$ cat src/rtl/trio_sym_pkg.sv
package trio_sym_pkg;
  localparam int POL_W   = 3;
  localparam int PH_W    = 2;
  localparam int SYM_W   = 3;
  localparam int N_PHASE = 3;
  localparam logic [SYM_W-1:0] SYM_FLIP = SYM_W'(4);

  typedef struct packed {
    logic [PH_W-1:0] phase;
    logic            sign;
  } wstate_t;
endpackage

$ cat src/rtl/trio_state_map.sv
module trio_state_map
  import trio_sym_pkg::*;
(
  input  logic [POL_W-1:0] pol,
  output wstate_t          st,
  output logic             legal
);
  logic [POL_W-1:0] odd_bit;

  always_comb begin
    legal    = (pol != '0) && (pol != '1);
    // a single 1 among three bits gives odd parity; that bit is the odd one
    st.sign  = ^pol;
    odd_bit  = st.sign ? pol : ~pol;
    if (odd_bit[2])      st.phase = PH_W'(0);
    else if (odd_bit[1]) st.phase = PH_W'(1);
    else                 st.phase = PH_W'(2);
  end
endmodule

$ cat src/rtl/trio_xition_decode.sv
module trio_xition_decode
  import trio_sym_pkg::*;
(
  input  wstate_t          prev_st,
  input  wstate_t          cur_st,
  output logic [SYM_W-1:0] sym,
  output logic             same
);
  logic [PH_W:0] diff_raw;
  logic [PH_W:0] diff;
  logic          fwd;
  logic          pol_chg;

  always_comb begin
    same     = (prev_st == cur_st);
    diff_raw = {1'b0, cur_st.phase} + (PH_W+1)'(N_PHASE) - {1'b0, prev_st.phase};
    diff     = (diff_raw >= (PH_W+1)'(N_PHASE)) ? diff_raw - (PH_W+1)'(N_PHASE) : diff_raw;
    fwd      = (diff == (PH_W+1)'(1));
    pol_chg  = prev_st.sign ^ cur_st.sign;
    if (diff == '0) sym = SYM_FLIP;
    else            sym = {1'b0, fwd, pol_chg};
  end
endmodule

$ cat src/rtl/trio_symbol_decoder.sv
module trio_symbol_decoder
  import trio_sym_pkg::*;
(
  input  logic             clk,
  input  logic             rst_n,
  input  logic             resync,
  input  logic             smp_vld,
  input  logic [POL_W-1:0] smp_pol,
  output logic             sym_vld,
  output logic [SYM_W-1:0] sym_val,
  output logic             err_badcode,
  output logic             err_stuck
);
  wstate_t          cur_st;
  logic             cur_legal;
  wstate_t          prev_q, prev_d;
  logic             primed_q, primed_d;
  logic [SYM_W-1:0] dec_sym;
  logic             dec_same;
  logic             vld_d, bad_d, stuck_d;
  logic             hist_en;

  trio_state_map u_map (
    .pol   (smp_pol),
    .st    (cur_st),
    .legal (cur_legal)
  );

  trio_xition_decode u_dec (
    .prev_st (prev_q),
    .cur_st  (cur_st),
    .sym     (dec_sym),
    .same    (dec_same)
  );

  // next-state logic
  always_comb begin
    primed_d = primed_q;
    prev_d   = prev_q;
    hist_en  = 1'b0;
    vld_d    = 1'b0;
    bad_d    = 1'b0;
    stuck_d  = 1'b0;
    if (resync) begin
      primed_d = 1'b0;
    end else if (smp_vld) begin
      if (!cur_legal) begin
        bad_d = 1'b1;
      end else if (!primed_q) begin
        primed_d = 1'b1;
        prev_d   = cur_st;
        hist_en  = 1'b1;
      end else if (dec_same) begin
        stuck_d = 1'b1;
      end else begin
        vld_d   = 1'b1;
        prev_d  = cur_st;
        hist_en = 1'b1;
      end
    end
  end

  // registers
  always_ff @(posedge clk or negedge rst_n) begin
    if (!rst_n) begin
      primed_q    <= 1'b0;
      sym_vld     <= 1'b0;
      err_badcode <= 1'b0;
      err_stuck   <= 1'b0;
    end else begin
      primed_q    <= primed_d;
      sym_vld     <= vld_d;
      err_badcode <= bad_d;
      err_stuck   <= stuck_d;
    end
  end

  always_ff @(posedge clk or negedge rst_n) begin
    if (!rst_n) begin
      prev_q <= '0;
    end else if (hist_en) begin
      prev_q <= prev_d;
    end
  end

  always_ff @(posedge clk or negedge rst_n) begin
    if (!rst_n) begin
      sym_val <= '0;
    end else if (vld_d) begin
      sym_val <= dec_sym;
    end
  end

  // at most one event per cycle
  a_r1_one_event: assert property (@(posedge clk) disable iff (!rst_n)
    $onehot0({sym_vld, err_badcode, err_stuck}));

  // every event traces back to a strobe one cycle earlier
  a_r9_event_needs_strobe: assert property (@(posedge clk) disable iff (!rst_n)
    (sym_vld || err_badcode || err_stuck) |-> ($past(smp_vld) && !$past(resync)));

  // bad code flag only for the two impossible triplets
  a_r7_badcode_source: assert property (@(posedge clk) disable iff (!rst_n)
    err_badcode |-> ($past(smp_pol) == 3'b000 || $past(smp_pol) == 3'b111));

  // a symbol needs an already primed history
  a_r3_symbol_after_prime: assert property (@(posedge clk) disable iff (!rst_n)
    sym_vld |-> $past(primed_q));

  // stuck flag needs a primed history
  a_r8_stuck_after_prime: assert property (@(posedge clk) disable iff (!rst_n)
    err_stuck |-> $past(primed_q));

  // symbol range
  a_r5_symbol_range: assert property (@(posedge clk) disable iff (!rst_n)
    sym_vld |-> (sym_val <= SYM_FLIP));

  // resync leaves the block unprimed
  a_r10_resync_unprimes: assert property (@(posedge clk) disable iff (!rst_n)
    $past(resync) |-> !primed_q);
endmodule

$ cat config.mk
export PLATFORM = sky130hd
export DESIGN_NAME = trio_symbol_decoder
export DESIGN_NICKNAME = d
export VERILOG_FILES = /design/src/rtl/trio_sym_pkg.sv /design/src/rtl/trio_state_map.sv /design/src/rtl/trio_xition_decode.sv /design/src/rtl/trio_symbol_decoder.sv
export SDC_FILE = /design/constraint.sdc
export NUM_CORES = 1
export LEC_CHECK = 0
export BUFFER_PORTS_ARGS = -buffer_cell sky130_fd_sc_hd__buf_4
export CAP_MARGIN = 40
export CORE_MARGIN = 8
export CORE_UTILIZATION = 45
export CTS_CLUSTER_DIAMETER = 30
export CTS_CLUSTER_SIZE = 30
export DETAILED_ROUTE_END_ITERATION = 6
export MAX_ROUTING_LAYER = met4
export PLACE_DENSITY = 0.67
export SLEW_MARGIN = 30
export SYNTH_ARGS = -nofsm -noshare
export SYNTH_HDL_FRONTEND = slang
export SYNTH_SLANG_ARGS = --single-unit
export TNS_END_PERCENT = 10
$ cat constraint.sdc
create_clock -name clk -period 2.8 [get_ports clk]
set_clock_uncertainty 0.1 [all_clocks]
set_input_delay 0.28 -clock clk [delete_from_list [all_inputs] [get_ports clk]]
set_output_delay 0.28 -clock clk [all_outputs]
set_load 0.01 [all_outputs]
==> results.sh, run 1 <==
export IMPL_outcome="complete, no violations"
export IMPL_setup_tns_ns=0
export IMPL_max_freq_ghz=0.366
export IMPL_worstMarginPinSlew_ns=0.434
export IMPL_fill_cells=103
export IMPL_max_vdd_ir_drop_uv=426
export IMPL_ys_top_cells_by_count="dfrtp_1, inv_1, ha_1"
export IMPL_crit_path_top_delay_cell="fa_1"
export IMPL_syn_to_final_growth_pct=45.7
export IMPL_cts_buffers=3
export IMPL_grt_max_degree=11
export IMPL_seqCellArea_sq_um=250
export IMPL_initial_core_util=0.484
export IMPL_hp_class="in -> reg"
export IMPL_final_max_slew_viol_count=0
export IMPL_leakage_nw=0.453
export IMPL_io_pins=13
export IMPL_drc=0
export IMPL_post_place_cells=92
export IMPL_synth_top_area_frac=0.398
export IMPL_netlist_area_sq_um=629
export IMPL_slew_headroom=0.711
export IMPL_drv_cap=0
export IMPL_via_per_inst=4.89
export IMPL_arrival_ns=2.84
export IMPL_setup_viol=0
export IMPL_clockBufferDepth=2
export IMPL_grt_total_usage=0.103
export IMPL_die_w_microns=53.4
export IMPL_synth_edff_count=0
export IMPL_cp_common_cell="ha_2"
export IMPL_core_area_sq_um=1300
export IMPL_antenna_found_initial=0
export IMPL_synthArstFlopShare=1.00
export IMPL_cts_num_sinks=10
export IMPL_period_minus_slack_ns=2.73
export IMPL_critical_path_required_ns=2.91
export IMPL_synth_top_cell_by_area="dfrtp_1"
export IMPL_ys_flop_type="dfrtp_1"
export IMPL_cts_root_buf="clkbuf_4"
export IMPL_nets=98
export IMPL_cp_max_fo=3
export IMPL_worstSetupEndpointType="register"
export IMPL_netlist_instances=54
export IMPL_die_area_sq_um=2850
export IMPL_cts_htree_levels=1
export IMPL_num_rows=13
export IMPL_synth_nets=68
export IMPL_p_per_area_nw_per_um2=750
export IMPL_critPathKind="in -> reg"
export IMPL_ant_nets=0
export IMPL_path_cells="buf_4, inv_1, ha_4, and2_2, ha_2, fa_1, ha_2, ha_1, or3b_2, mux2i_2, mux2_4"
export IMPL_grt_pass1_wl_mm=2.14
export IMPL_drtIter0Drc=0
export IMPL_yosysSeqAreaShare=0.398
export IMPL_critPathTopFamily="adder cells"
export IMPL_cts_tree="done"
export IMPL_ys_warn_count=0
export IMPL_fin_crit_sh=0.976
export IMPL_io_buffers=12
export IMPL_clk_latency_ns=0.26
export IMPL_place_congestion=0.768
export IMPL_worstPathBufferInverterCount=2
export IMPL_synth_most_common_cell="dfrtp_1"
export IMPL_antenna_cells=0
export IMPL_multi_input_area_sq_um=392
export IMPL_first_pass_iters=1
export IMPL_yosys_top_cells_area="dfrtp_1, ha_1, mux2_2, inv_1, a2111oi_4"
export IMPL_gr_total_overflow=0
export IMPL_fin_cells=98
export IMPL_vias=479
export IMPL_wl_per_cell_microns=12.9
export IMPL_die_h_microns=53.4
export IMPL_synth_area_per_cell_sq_um=11.7
export IMPL_power_total_uw=688
export IMPL_ys_ff_latch=10
export IMPL_hpwl_mm=1.06
export IMPL_yosysUniqueCellTypes=25
export IMPL_drive_above_1_share=0.542
export IMPL_drt_wl_total_mm=1.26
export IMPL_slowest_delay_ns=0.46
export IMPL_critPathLaunchType="primary input"
export IMPL_finalHoldViolCount=0
export IMPL_grt_pass1_vias=501
export IMPL_cts_clk_slew_worst_paths_ns=0.07
-- path summary, 6_finish.rpt --
check,startpoint,endpoint,slack [ns],depth (start not counted)
min in group asynchronous,rst_n,sym_val[1]$_DFFE_PN0P_,0.27,2
hold reg to reg,prev_q[2]$_DFFE_PN0P_,prev_q[2]$_DFFE_PN0P_,0.41,1
hold / removal,resync,primed_q$_DFFE_PN0P_,0.12,2
max in group asynchronous,rst_n,prev_q[0]$_DFFE_PN0P_,2.18,2
setup reg to reg,prev_q[1]$_DFFE_PN0P_,sym_val[2]$_DFFE_PN0P_,0.30,8
setup / recovery,smp_pol[0],sym_val[2]$_DFFE_PN0P_,0.07,11
-- cells by family (layout without fill, tap and decap cells) --
| logic type | after synthesis | after routing | synth area share |
|---|---|---|---|
| fa+ha+maj | 7 | 7 | 0.151 |
| mux | 6 | 6 | 0.105 |
| xor+xnor | 3 | 3 | 0.0656 |
| simple gates | 13 | 13 | 0.123 |
| compound gates | 7 | 7 | 0.109 |
| buf+inv | 8 | 37 | 0.0477 |
| flops | 10 | 10 | 0.398 |
-- cell type report --
| cell class | instances | area share |
|---|---|---|
| Inverter | 8 | 0.0327 |
| Tap cell | 15 | 0.0205 |
| Clock buffer | 4 | 0.0396 |
| Sequential cell | 10 | 0.273 |
| Timing Repair Buffer | 25 | 0.207 |
| Multi-Input combinational cell | 36 | 0.427 |
-- placed cells by master, fill, tap and decap left out, drive strengths merged --
cell type    instances
nor2b                1
or3b                 1
dfrtp               10
or4b                 1
nor2                 3
inv                  8
ha                   6
xnor3                1
xnor2                1
o32ai                1
mux2i                1
nand2b               1
fa                   1
mux2                 5
and2                 2
o41ai                1
or2                  1
nand2                1
clkbuf               4
buf                 24
nor3                 1
or3                  1
a2111oi              1
o21ai                3
xor2                 1
dlygate4sd3          1
a311oi               1
-- state kept, by name (all words and copies together), names as in the netlist --
name and count:
sym_vld 1, err_stuck 1, primed_q 1, prev_q 3, err_badcode 1, sym_val 3
-- per-layer routing --
layer / GRT usage / part of all wire
met4: 0.0378 / 0.0048
met1: 0.122 / 0.46
met3: 0.0336 / 0.021
met5: - / 0
met2: 0.158 / 0.52
-- metrics by stage --
step,setup slack [ns],util,hold WS [ns],area [sq um]
final,0.0667,0.705,0.122,917
after floorplan,0.00932,-,-0.116,662
after global placement,-0.165,0.656,0.0132,853
after CTS,0.0474,0.691,0.125,900
after detailed placement,-0.229,0.656,0.0132,853
after global routing,-0.0135,0.705,0.117,917
-- power breakdown --
part           switching, mW  internal [mW]  leakage [nW]  total, mW
Sequential            0.0164          0.179         0.131      0.195
Clock                 0.0483         0.0788        0.0210      0.127
Combinational          0.154          0.212         0.301      0.366
Total                  0.219          0.469         0.453      0.688
-- timing repair --
item / in CTS / in global routing
setup buffers: 0 / 1
gates resized for setup: 0 / 3
hold buffers: 1 / 0
endpoints found under the hold margin: 10 / 0
setup endpoints to repair: 0 / 2
(Power assumes the default switching activity.)
==> inputs of run 2 (changes only) <==
--- a/config.mk
+++ b/config.mk
@@ -14,6 +14,7 @@
 export DETAILED_ROUTE_END_ITERATION = 6
 export MAX_ROUTING_LAYER = met4
 export PLACE_DENSITY = 0.67
+export REMOVE_ABC_BUFFERS = 1
 export SLEW_MARGIN = 30
 export SYNTH_ARGS = -nofsm -noshare
 export SYNTH_HDL_FRONTEND = slang
==> constraint.sdc (replaced) <==
create_clock -name clk -period 3.55 [get_ports clk]
set_clock_uncertainty 0.1 [all_clocks]
set_input_delay 0.355 -clock clk [delete_from_list [all_inputs] [get_ports clk]]
set_output_delay 0.355 -clock clk [all_outputs]
set_load 0.01 [all_outputs]
==> run 2 against run 1 <==
Net effect:
- setup slack improved by 0.52 ns
- via count shrank 9.8%
- utilization fell by 10 points
- die area unchanged
==> results.sh, run 2 (synthesized netlist as in run 1, its figures left out) <==
export IMPL_outcome="complete, no violations"
export IMPL_p_per_area_nw_per_um2=577
export IMPL_clk_latency_ns=0.26
export IMPL_core_area_sq_um=1300
export IMPL_setup_ws_ns=0.589
export IMPL_critical_path_required_ns=3.65
export IMPL_drc=0
export IMPL_antenna_cells=0
export IMPL_drt_wl_total_mm=1.12
export IMPL_grt_pass1_vias=499
export IMPL_cts_htree_levels=1
export IMPL_ant_nets=0
export IMPL_timing_hold_ws_ns=0.191
export IMPL_cp_max_fo=4
export IMPL_first_pass_iters=3
export IMPL_die_h_microns=53.4
export IMPL_cts_tree="done"
export IMPL_nets=86
export IMPL_dp_slack_ns=0.305
export IMPL_arrival_ns=3.06
export IMPL_mostFrequentLayoutCell="buf_4"
export IMPL_setup_tns_ns=0
export IMPL_period_minus_slack_ns=2.96
export IMPL_grt_max_degree=11
export IMPL_syn_to_final_growth_pct=24.7
export IMPL_worstSetupEndpointType="register"
export IMPL_met2_usage=0.156
export IMPL_hpwl_microns=927
export IMPL_fin_util=0.603
export IMPL_fin_crit_sh=0.834
export IMPL_antenna_found_initial=0
export IMPL_use_met3=0.0168
export IMPL_final_max_slew_viol_count=0
export IMPL_cts_clk_slew_worst_paths_ns=0.07
export IMPL_cts_buffers=3
export IMPL_finalHoldViolCount=0
export IMPL_vias=432
export IMPL_leakage_nw=0.386
export IMPL_max_freq_ghz=0.338
export IMPL_die_area_sq_um=2850
export IMPL_stdcell_area_sq_um=785
export IMPL_initial_core_util=0.484
export IMPL_wl_per_cell_microns=13.0
export IMPL_postPlaceCellArea_sq_um=738
export IMPL_slew_headroom=0.735
export IMPL_hp_class="in -> reg"
export IMPL_drv_cap=0
export IMPL_gr_max_usage_layer="met2"
export IMPL_layout_common_cells="buf_4, dfrtp_1, inv_1"
export IMPL_grt_total_usage=0.0945
export IMPL_critPathLaunchType="primary input"
export IMPL_place_congestion=0.666
export IMPL_drive_above_1_share=0.380
export IMPL_io_pins=13
export IMPL_gr_total_overflow=0
export IMPL_clockBufferDepth=2
export IMPL_setup_viol=0
export IMPL_grt_pass1_wl_mm=2.01
export IMPL_via_per_inst=5.02
export IMPL_use_met1=0.110
export IMPL_fin_cells=86
export IMPL_cts_root_buf="clkbuf_4"
export IMPL_largestRegisters="prev_q x3, sym_val x3"
export IMPL_cts_num_sinks=10
export IMPL_post_place_cells=81
export IMPL_io_buffers=12
export IMPL_num_rows=13
export IMPL_drtIter0Drc=5
export IMPL_rsz0062_at_grt="no"
export IMPL_die_w_microns=53.4
export IMPL_power_total_uw=453
export IMPL_worstMarginPinSlew_ns=0.397
export IMPL_max_vdd_ir_drop_uv=288
export IMPL_critPathKind="in -> reg"
run 2: changes by cell type in the layout (fill, tap and decap cells not counted):
| cell | delta |
|---|---|
| o41ai_1 | +1 |
| mux2i_2 | -1 |
| nor2_2 | -1 |
| nor2_1 | +1 |
| or4b_4 | -1 |
| ha_1 | +3 |
| mux2_2 | +2 |
| mux2i_1 | +1 |
| mux2_4 | -2 |
| buf_4 | -12 |
| or4b_2 | +1 |
| ha_4 | -1 |
| ha_2 | -2 |
| o41ai_2 | -1 |
run 2: final cells by class:
type                            instances  area (sq um)
Fill cell                             120           517
Multi-Input combinational cell         36           349
Sequential cell                        10           250
Timing Repair Buffer                   13           100
Clock buffer                            4          36.3
Inverter                                8          30.0
Tap cell                               15          18.8
run 2: where the power goes:
part / switching [mW] / total (mW) / internal (mW)
combinational: 0.0976 / 0.200 / 0.102
sequential: 0.0129 / 0.154 / 0.141
clock: 0.0370 / 0.0992 / 0.0622
run 2: what timing repair did:
| action | 4_1_cts | 5_1_grt |
|---|---|---|
| buffers inserted | 0 | 0 |
| hold buffers | 1 | 0 |
| resized for setup | 0 | 0 |
| hold endpoints to repair | 10 | 0 |
run 2: per-layer routing:
| layer | vias to the layer above | share of wire |
|---|---|---|
| met2 | 4 | 0.51 |
| met4 | 0 | 0 |
| met5 | - | 0 |
| met1 | 206 | 0.47 |
| met3 | 0 | 0.017 |
| li1 | 222 | - |
run 2: final timing paths:
check | slack (ns) | cells after the start | start | to
hold reg to reg | 0.41 | 1 | prev_q[1]$_DFFE_PN0P_ | prev_q[1]$_DFFE_PN0P_
hold / removal | 0.19 | 2 | resync | primed_q$_DFFE_PN0P_
min in group asynchronous | 0.37 | 2 | rst_n | sym_vld$_DFF_PN0_
setup reg to reg | 0.98 | 8 | prev_q[1]$_DFFE_PN0P_ | sym_val[1]$_DFFE_PN0P_
setup / recovery | 0.59 | 11 | smp_pol[0] | sym_val[1]$_DFFE_PN0P_
max in group asynchronous | 2.83 | 2 | rst_n | err_badcode$_DFF_PN0_
run 2: critical path, stage by stage:
cell,delay [ns]
buf_4,0.08
inv_1,0.03
ha_1,0.33
and2_2,0.20
ha_1,0.21
fa_1,0.47
ha_1,0.20
ha_1,0.20
or4b_2,0.67
o41ai_1,0.09
mux2_2,0.21
==> inputs of run 3 (changes only) <==
==> constraint.sdc (replaced) <==
create_clock -name clk -period 2.9 [get_ports clk]
set_clock_uncertainty 0.1 [all_clocks]
set_input_delay 0.29 -clock clk [delete_from_list [all_inputs] [get_ports clk]]
set_output_delay 0.29 -clock clk [all_outputs]
set_load 0.01 [all_outputs]
==> run 3 against run 2 <==
Net effect:
- non-clock buffer count grew 7
- worst hold slack lost 0.074 ns
- utilization grew 6.0 points
- total power grew 36%
- critical path type unchanged
- cell count grew 8.1%
- die area is the same
- sequential cell count is the same
- register-to-register slack lost 0.64 ns
- count of clock-buffer cells in the layout is the same
- sequential share of layout area shrank 2.9 points
- clock power grew 24%
==> results.sh, run 3 (synthesized netlist as in run 1, its figures left out) <==
export IMPL_drv_cap=0
export IMPL_outcome="complete, no violations"
export IMPL_clk_latency_ns=0.26
export IMPL_final_max_slew_viol_count=0
export IMPL_die_h_microns=53.4
export IMPL_fin_crit_sh=0.967
export IMPL_crit_path_end="sym_val[1]$_DFFE_PN0P_"
export IMPL_core_area_sq_um=1300
export IMPL_rsz0062_at_grt="no"
export IMPL_grt_total_usage=0.101
export IMPL_critPathKind="in -> reg"
export IMPL_slowest_delay_ns=0.67
export IMPL_cp_max_fo=2
export IMPL_p_per_area_nw_per_um2=715
export IMPL_max_vdd_ir_drop_uv=426
export IMPL_leakage_nw=0.426
export IMPL_antenna_cells=0
export IMPL_crit_path_top_delay_cell="or4b_2"
export IMPL_worstSetupEndpointType="register"
export IMPL_place_congestion=0.695
export IMPL_cts_root_buf="clkbuf_4"
export IMPL_gr_total_overflow=0
export IMPL_cts_num_sinks=10
export IMPL_layout_common_cells="buf_4, dfrtp_1, inv_1"
export IMPL_wl_per_cell_microns=12.0
export IMPL_reg2reg_from="prev_q[1]$_DFFE_PN0P_"
export IMPL_grt_max_degree=11
export IMPL_num_rows=13
export IMPL_drt_wl_total_mm=1.11
export IMPL_cts_clk_slew_worst_paths_ns=0.07
export IMPL_cts_tree="done"
export IMPL_multi_input_area_sq_um=374
export IMPL_setup_viol=0
export IMPL_ff2ff_path_depth=8
export IMPL_syn_to_final_growth_pct=37.0
export IMPL_io_pins=13
export IMPL_cts_buffers=3
export IMPL_reg2reg_to="sym_val[1]$_DFFE_PN0P_"
export IMPL_fill_cells=106
export IMPL_seqCellArea_sq_um=250
export IMPL_finalHoldViolCount=0
export IMPL_drive_above_1_share=0.474
export IMPL_worstMarginPinSlew_ns=0.409
export IMPL_regToRegSetupSlack_ns=0.34
export IMPL_ant_nets=0
export IMPL_grt_pass1_wl_mm=2.06
export IMPL_postPlaceCellArea_sq_um=783
export IMPL_hp_class="in -> reg"
export IMPL_drc=0
export IMPL_clockBufferDepth=2
export IMPL_max_freq_ghz=0.357
export IMPL_die_w_microns=53.4
export IMPL_path_cells="buf_4, inv_1, ha_1, and2_2, ha_1, fa_1, ha_1, ha_1, or4b_2, o41ai_1, mux2_2"
export IMPL_first_pass_iters=4
export IMPL_slew_headroom=0.727
export IMPL_cp_common_cell="ha_1"
export IMPL_arrival_ns=2.91
export IMPL_critPathLaunchType="primary input"
export IMPL_cp_startpoint="smp_pol[0]"
export IMPL_critical_path_required_ns=3.00
export IMPL_hpwl_microns=916
export IMPL_mostFrequentLayoutCell="buf_4"
export IMPL_via_per_inst=4.89
export IMPL_drtIter0Drc=5
export IMPL_stdcell_area_sq_um=862
export IMPL_nets=93
export IMPL_largestRegisters="prev_q x3, sym_val x3"
export IMPL_grt_pass1_vias=496
export IMPL_hold_start="resync"
export IMPL_initial_core_util=0.484
export IMPL_vias=455
export IMPL_power_total_uw=616
export IMPL_io_buffers=12
export IMPL_die_area_sq_um=2850
export IMPL_cts_htree_levels=1
export IMPL_period_minus_slack_ns=2.80
export IMPL_antenna_found_initial=0
[run 3: cell count changes in the layout (fill, tap and decap cells not counted), sizes merged]
cell and delta:
buf +7
[run 3: per-stage QoR]
| step | util | cells | hold slack (ns) | setup WS [ns] | setup TNS [ns] |
|---|---|---|---|---|---|
| CTS | 0.638 | 92 | 0.113 | 0.108 | 0 |
| detailed placement | 0.602 | 87 | 0.0227 | -0.167 | -0.490 |
| global placement | 0.602 | 87 | 0.0242 | -0.138 | -0.385 |
| floorplan | - | 54 | -0.106 | -0.0301 | -0.0301 |
| global route | 0.663 | 93 | 0.108 | 0.0106 | 0 |
| finish | 0.663 | 93 | 0.118 | 0.0957 | 0 |
[run 3: worst max-delay path, delay by kind of cell]
family / cells / cell delay, ns
fa+ha+maj: 5 / 1.38
mux: 1 / 0.20
simple gates: 2 / 0.85
buf+inv: 2 / 0.12
compound gates: 1 / 0.08
[run 3: final cells by class]
type,count,share of cell area
timing repair buffer,20,0.177
multi-input combinational,36,0.434
sequential,10,0.290
clock buffer,4,0.0421
inverter,8,0.0348
tap,15,0.0218
[run 3: timing repair]
action,4_1_cts,5_1_grt
resized for setup,0,4
setup endpoints to repair,0,2
hold endpoints to repair,10,0
hold buffers,1,0
buffers inserted,0,1
[run 3: how the worst min path moves through the flow]
| stage | end | slack (ns) | depth (start not counted) |
|---|---|---|---|
| 2_1_floorplan | err_badcode$_DFF_PN0_ | -0.11 | 0 |
| 3_3_place_gp | sym_val[1]$_DFFE_PN0P_ | 0.02 | 1 |
| 3_5_place_dp | sym_val[1]$_DFFE_PN0P_ | 0.02 | 1 |
| 4_1_cts | primed_q$_DFFE_PN0P_ | 0.11 | 2 |
| 5_1_grt | primed_q$_DFFE_PN0P_ | 0.11 | 2 |
| 6_report | primed_q$_DFFE_PN0P_ | 0.12 | 2 |
[run 3: power breakdown]
group,total [mW],internal (mW),switching (mW)
clock,0.123,0.0762,0.0471
combinational,0.304,0.163,0.141
sequential,0.189,0.173,0.0163
[run 3: per-layer routing]
layer	GRT usage	up-vias	wire length [microns]
li1	-	237	-
met1	0.111	210	523
met2	0.152	6	545
met3	0.0420	2	27
met4	0.0504	0	17
met5	-	-	0
